<file path="src/rtl/crc4_mf_pkg.sv">
package crc4_mf_pkg;

    typedef enum logic [1:0] {
        ST_HUNT   = 2'd0,
        ST_VERIFY = 2'd1,
        ST_LOCKED = 2'd2
    } mf_state_t;

    localparam int          MF_FRAMES   = 16;
    localparam int          FN_W        = $clog2(MF_FRAMES);
    localparam int          WORD_LEN    = 6;
    // oldest received bit sits in the MSB
    localparam logic [WORD_LEN-1:0] MF_WORD = 6'b001011;
    localparam int          WORD_END_FN = 11;
    localparam int          EBIT_FN0    = 13;
    localparam int          EBIT_STEP   = 2;
    localparam int          N_EBITS     = 2;
    localparam int          TS0_BIT1    = 7;

endpackage

</file>
<file path="src/rtl/mf_word_shifter.sv">
module mf_word_shifter
    import crc4_mf_pkg::*;
(
    input  logic clk,
    input  logic rst_n,
    input  logic clear,
    input  logic shift_en,
    input  logic bit_in,
    output logic match_now
);
    logic [WORD_LEN-1:0] hist_q;

    // cleared to ones: the word starts with 0,0 so stale ones never match
    always_ff @(posedge clk or negedge rst_n) begin
        if (!rst_n)
            hist_q <= '1;
        else if (clear)
            hist_q <= '1;
        else if (shift_en)
            hist_q <= {hist_q[WORD_LEN-2:0], bit_in};
    end

    assign match_now = ({hist_q[WORD_LEN-2:0], bit_in} == MF_WORD);

endmodule

</file>
<file path="src/rtl/mf_frame_counter.sv">
module mf_frame_counter
    import crc4_mf_pkg::*;
(
    input  logic            clk,
    input  logic            rst_n,
    input  logic            zero,
    input  logic            load,
    input  logic            step,
    output logic [FN_W-1:0] fn,
    output logic [FN_W-1:0] fn_next
);
    logic [FN_W-1:0] fn_q;

    assign fn_next = fn_q + FN_W'(1);
    assign fn      = fn_q;

    always_ff @(posedge clk or negedge rst_n) begin
        if (!rst_n)
            fn_q <= '0;
        else if (zero)
            fn_q <= '0;
        else if (load)
            fn_q <= FN_W'(WORD_END_FN);
        else if (step)
            fn_q <= fn_next;
    end

endmodule

</file>
<file path="src/rtl/ebit_capture.sv">
module ebit_capture
    import crc4_mf_pkg::*;
(
    input  logic               clk,
    input  logic               rst_n,
    input  logic               enable,
    input  logic               strobe,
    input  logic [FN_W-1:0]    fn_next,
    input  logic               bit_in,
    output logic [N_EBITS-1:0] ebit,
    output logic [N_EBITS-1:0] eerr
);
    for (genvar i = 0; i < N_EBITS; i++) begin : g_ebit
        localparam logic [FN_W-1:0] POS = FN_W'(EBIT_FN0 + EBIT_STEP * i);
        logic hit;
        logic bit_q;
        logic err_q;

        assign hit = enable && strobe && (fn_next == POS);

        always_ff @(posedge clk or negedge rst_n) begin
            if (!rst_n) begin
                bit_q <= 1'b1;
                err_q <= 1'b0;
            end else begin
                err_q <= hit && !bit_in;
                if (hit)
                    bit_q <= bit_in;
            end
        end

        assign ebit[i] = bit_q;
        assign eerr[i] = err_q;
    end

endmodule

</file>
<file path="src/rtl/crc4_mf_sync.sv">
module crc4_mf_sync
    import crc4_mf_pkg::*;
#(
    parameter int LOSS_WORDS = 2
) (
    input  logic       clk,
    input  logic       rst_n,
    input  logic       ts0_valid,
    input  logic [7:0] ts0_byte,
    input  logic       fas_frame,
    input  logic       bfa_locked,
    output logic       crc4_loss,
    output logic [3:0] frame_num,
    output logic       e1_bit,
    output logic       e2_bit,
    output logic       e1_err,
    output logic       e2_err
);
    localparam int BAD_W = $clog2(LOSS_WORDS + 1);

    mf_state_t state_q, state_d;

    logic            line_bit;
    logic            nfas_strobe;
    logic            word_point;
    logic            word_good;
    logic            match_now;
    logic [FN_W-1:0] fn, fn_next;
    logic [BAD_W-1:0] bad_q;
    logic            cnt_zero, cnt_load, shift_clear, shift_en, ecap_en;
    logic [N_EBITS-1:0] ebit, eerr;

    assign line_bit    = ts0_byte[TS0_BIT1];
    assign nfas_strobe = ts0_valid && !fas_frame;
    assign word_point  = ts0_valid && (fn_next == FN_W'(WORD_END_FN));
    assign word_good   = nfas_strobe && match_now;

    // next-state logic
    always_comb begin
        state_d = state_q;
        unique case (state_q)
            ST_HUNT: begin
                if (bfa_locked && word_good)
                    state_d = ST_VERIFY;                       // FOUND
            end
            ST_VERIFY: begin
                if (!bfa_locked)
                    state_d = ST_HUNT;                         // ABORT
                else if (word_point)
                    state_d = word_good ? ST_LOCKED : ST_HUNT; // CONFIRM / MISS
            end
            ST_LOCKED: begin
                if (!bfa_locked)
                    state_d = ST_HUNT;                         // ABORT
                else if (word_point && !word_good &&
                         bad_q == BAD_W'(LOSS_WORDS - 1))
                    state_d = ST_HUNT;                         // LOSE
            end
            default: state_d = ST_HUNT;
        endcase
    end

    // state register
    always_ff @(posedge clk or negedge rst_n) begin
        if (!rst_n)
            state_q <= ST_HUNT;
        else
            state_q <= state_d;
    end

    // consecutive bad-word count while locked
    always_ff @(posedge clk or negedge rst_n) begin
        if (!rst_n)
            bad_q <= '0;
        else if (state_d != ST_LOCKED)
            bad_q <= '0;
        else if (word_point)
            bad_q <= word_good ? '0 : bad_q + BAD_W'(1);
    end

    // outputs and datapath controls
    always_comb begin
        crc4_loss   = (state_q != ST_LOCKED);
        cnt_zero    = (state_d == ST_HUNT);
        cnt_load    = (state_q == ST_HUNT) && (state_d == ST_VERIFY);
        shift_clear = !bfa_locked;
        shift_en    = nfas_strobe;
        ecap_en     = (state_q == ST_LOCKED) && bfa_locked;
    end

    mf_word_shifter u_shift (
        .clk       (clk),
        .rst_n     (rst_n),
        .clear     (shift_clear),
        .shift_en  (shift_en),
        .bit_in    (line_bit),
        .match_now (match_now)
    );

    mf_frame_counter u_count (
        .clk     (clk),
        .rst_n   (rst_n),
        .zero    (cnt_zero),
        .load    (cnt_load),
        .step    (ts0_valid),
        .fn      (fn),
        .fn_next (fn_next)
    );

    ebit_capture u_ecap (
        .clk     (clk),
        .rst_n   (rst_n),
        .enable  (ecap_en),
        .strobe  (ts0_valid),
        .fn_next (fn_next),
        .bit_in  (line_bit),
        .ebit    (ebit),
        .eerr    (eerr)
    );

    assign frame_num = fn;
    assign e1_bit    = ebit[0];
    assign e2_bit    = ebit[1];
    assign e1_err    = eerr[0];
    assign e2_err    = eerr[1];

endmodule

</file>
<file path="config.mk">
export PLATFORM = sky130hd
export DESIGN_NAME = crc4_mf_sync
export DESIGN_NICKNAME = d
export VERILOG_FILES = /design/src/rtl/crc4_mf_pkg.sv /design/src/rtl/mf_word_shifter.sv /design/src/rtl/mf_frame_counter.sv /design/src/rtl/ebit_capture.sv /design/src/rtl/crc4_mf_sync.sv
export SDC_FILE = /design/constraint.sdc
export NUM_CORES = 1
export LEC_CHECK = 0
export ABC_AREA = 1
export BUFFER_PORTS_ARGS = -buffer_cell sky130_fd_sc_hd__buf_2
export CORE_AREA = 4 4 55 57
export CTS_BUF_LIST = sky130_fd_sc_hd__clkbuf_4 sky130_fd_sc_hd__clkbuf_8 sky130_fd_sc_hd__clkbuf_16
export DETAILED_ROUTE_END_ITERATION = 7
export DIE_AREA = 0 0 59 61
export GPL_ROUTABILITY_DRIVEN = 0
export SLEW_MARGIN = 10
export SYNTH_ARGS = -nofsm -noshare
export SYNTH_HDL_FRONTEND = slang
export SYNTH_SLANG_ARGS = --single-unit
</file>
<file path="constraint.sdc">
create_clock -name clk -period 2 [get_ports clk]
set_input_delay 0.3 -clock clk [delete_from_list [all_inputs] [get_ports clk]]
set_output_delay 0.3 -clock clk [all_outputs]
set_load 0.02 [all_outputs]
</file>
==> flow_metrics.tcl <==
set metrics [dict create \
    outcome "completed" \
    tns_ps 0 \
    clock_skew_ps 8.24 \
    antenna_found_initial 0 \
    mostFrequentLayoutCell "nand2_1" \
    max_stage_delay_ps 490 \
    grt_max_degree 18 \
    timing.final.hold_violations 0 \
    ys_top_cells_by_area "dfrtp_1, dfstp_2, nand2_1" \
    synth_nets 140 \
    ctsRootBufferMaster "clkbuf_4" \
    areaGrowthSynthToFinish_pct 15.0 \
    peakVddDrop_mv 0.399 \
    ys_warn_count 0 \
    drcViolationCount 0 \
    fmax_mhz 602 \
    routed_wl_mm 1.83 \
    dpl_cell_area_sq_um 1090 \
    fp-row-count 18 \
    cts_tree "yes" \
    finalNetCount 160 \
    synth_top_area_share_pct 25.4 \
    slew_violations 0 \
    rsz0062_at_grt "false" \
    hold_path.class "in -> reg" \
    ant_nets 0 \
    drive_gt1_share_pct 29.6 \
    yosysUniqueCellTypes 22 \
    setup_viol 0 \
    nFillCells 264 \
    dieArea_sq_um 3600 \
    min_period_ps 1660 \
    final_cell_mix "nand2_1, inv_1, nor2_1, buf_2, dfrtp_1" \
    worst_ep_required_time_ps 2190 \
    drt_iter0_markers 12 \
    leakagePower_nw 0.570 \
    synth_top_cell_by_area "dfrtp_1" \
    worst_pin_slew_ps 387 \
    die_width_um 59 \
    grt_usage_pct 12.5 \
    netlist_instances 123 \
    worstPathCellList "ha_1, inv_1, nand2_1, nand2_1, nor2_2, nand2_2, a21oi_4, nand2_4, nand3_1, nand2_1" \
    io-pin-count 22 \
    wl_per_cell_um 10.7 \
    drv_cap 0 \
    cts_buffers 3 \
    syn_area_sq_um 985 \
    period_share_pct 83.0 \
    overflow 0 \
    cts_max_level 1 \
    vias_per_cell 4.70 \
    cts.sinks 17 \
    clk_path_buf_depth 2 \
    slew_headroom_pct 74.2 \
    crit_buf_inv 1 \
    firstDrtPassIters 4 \
    yosysSeqAreaShare_pct 44.1 \
    avgSynthCellArea_sq_um 8.01 \
    grt_pass1_vias 827 \
    r2r_slack_ps 340 \
    crit_type "reg -> reg" \
    worst_ep_arrival_time_ps 1850 \
    final_area_sq_um 1130 \
    clk_pin_slew_ps 100 \
    p_per_area_nw_per_um2 524 \
    cts_resized 0 \
    crit_path_end_kind "register" \
    crit_fanout 8 \
    dp_hpwl_mm 1.47 \
    die_h_um 61 \
    port-buffer-count 14 \
    vias 808 \
    post_cts_buffers 0 \
    postCtsHoldBufs 1 \
    finish.utilization_pct 45.7 \
    grt_pass1_wl_mm 3.44 \
    critPathLaunchType "register" \
    start_util_pct 39.7 \
    ys_ff_latch 17 \
    diodes 0 \
    crit_path_frequent_cell "nand2_1" \
    core_area_sq_um 2480 \
    path_delay_family "simple AND/OR/NAND/NOR gates" \
    cp_slowest_cell "dfrtp_1" \
    worstSkewPairLatency_ps 280 \
]
-- layout make-up --
class	instances	area, sq um	share of cell area [%]
multi-input combinational	85	472	41.7
sequential	17	434	38.3
timing repair buffer	15	80.1	7.07
inverter	21	78.8	6.96
tap	30	37.5	3.31
clock buffer	4	30.0	2.65
-- stage by stage --
step | worst slack, ps | total power [mW] | cells | hold slack (ps)
floorplan | 401 | 0.385 | 123 | 4.41
global placement | 380 | 0.406 | 167 | 242
detailed placement | 344 | 0.406 | 167 | 245
CTS | 323 | 0.606 | 172 | 220
global route | 160 | 0.626 | 172 | 232
finish | 340 | 0.593 | 172 | 231
-- worst reg2reg max path, cell delays in order (launching register included) --
cell and delay, ps:
dfrtp_1 490, ha_1 230, inv_1 40, nand2_1 90, nand2_1 70, nor2_2 130, nand2_2 100, a21oi_4 180
nand2_4 90, nand3_1 70, nand2_1 50
-- worst paths after layout --
kind	from	end	cells past startpoint
max	u_count.fn[1]$_DFFE_PN0P_	u_count.fn[1]$_DFFE_PN0P_	10
max reg2reg	u_count.fn[1]$_DFFE_PN0P_	u_count.fn[1]$_DFFE_PN0P_	10
max in group asynchronous	rst_n	u_shift.hist_q[1]$_DFFE_PN1P_	2
min reg2reg	u_ecap.g_ebit[1].bit_q$_DFFE_PN1P_	u_ecap.g_ebit[1].bit_q$_DFFE_PN1P_	2
min	ts0_byte[7]	u_ecap.g_ebit[1].err_q$_DFF_PN0_	2
min in group asynchronous	rst_n	u_count.fn[1]$_DFFE_PN0P_	2
-- kinds of logic (layout without fill, tap and decap cells) --
kind of cell | count (synthesis) | count (layout) | share of synthesized area (%)
and+or+nand+nor | 64 | 64 | 32.4
adders and majority gates | 4 | 4 | 5.08
xor gates and xnor gates | 1 | 1 | 0.890
buffers and inverters | 21 | 40 | 8.01
DFF | 17 | 17 | 44.1
AOI/OAI and AO/OA | 16 | 16 | 9.53
-- where the power goes --
part           leakage, nW  total [mW]  internal (mW)  switching, mW
Sequential           0.213       0.359          0.356        0.00346
Combinational        0.338      0.0414         0.0127         0.0286
Clock               0.0184       0.192         0.0909          0.101
-- sequential cells by signal, indices dropped and copies added (netlist names) --
signal               flops
u_shift.hist_q           5
u_count.fn               4
bad_q                    2
state_q                  2
u_ecap.g_ebit.bit_q      2
u_ecap.g_ebit.err_q      2
-- routing by layer --
layer  wire, um  GRT usage, %
met1        880          15.8
met2        852          20.7
met3         84          4.26
met4         15          3.24
met5          0             0
-- cell usage after synthesis (all sizes together) --
| cell type | n |
|---|---|
| nand3 | 6 |
| o21ai | 11 |
| inv | 21 |
| dfstp | 7 |
| xnor2 | 1 |
| nand3b | 1 |
| nor2 | 18 |
| nand2 | 36 |
| ha | 4 |
| a21oi | 4 |
| a22oi | 1 |
| nor3 | 1 |
| dfrtp | 10 |
| nand4 | 2 |
No activity file was read; power rests on OpenSTA's default activity.
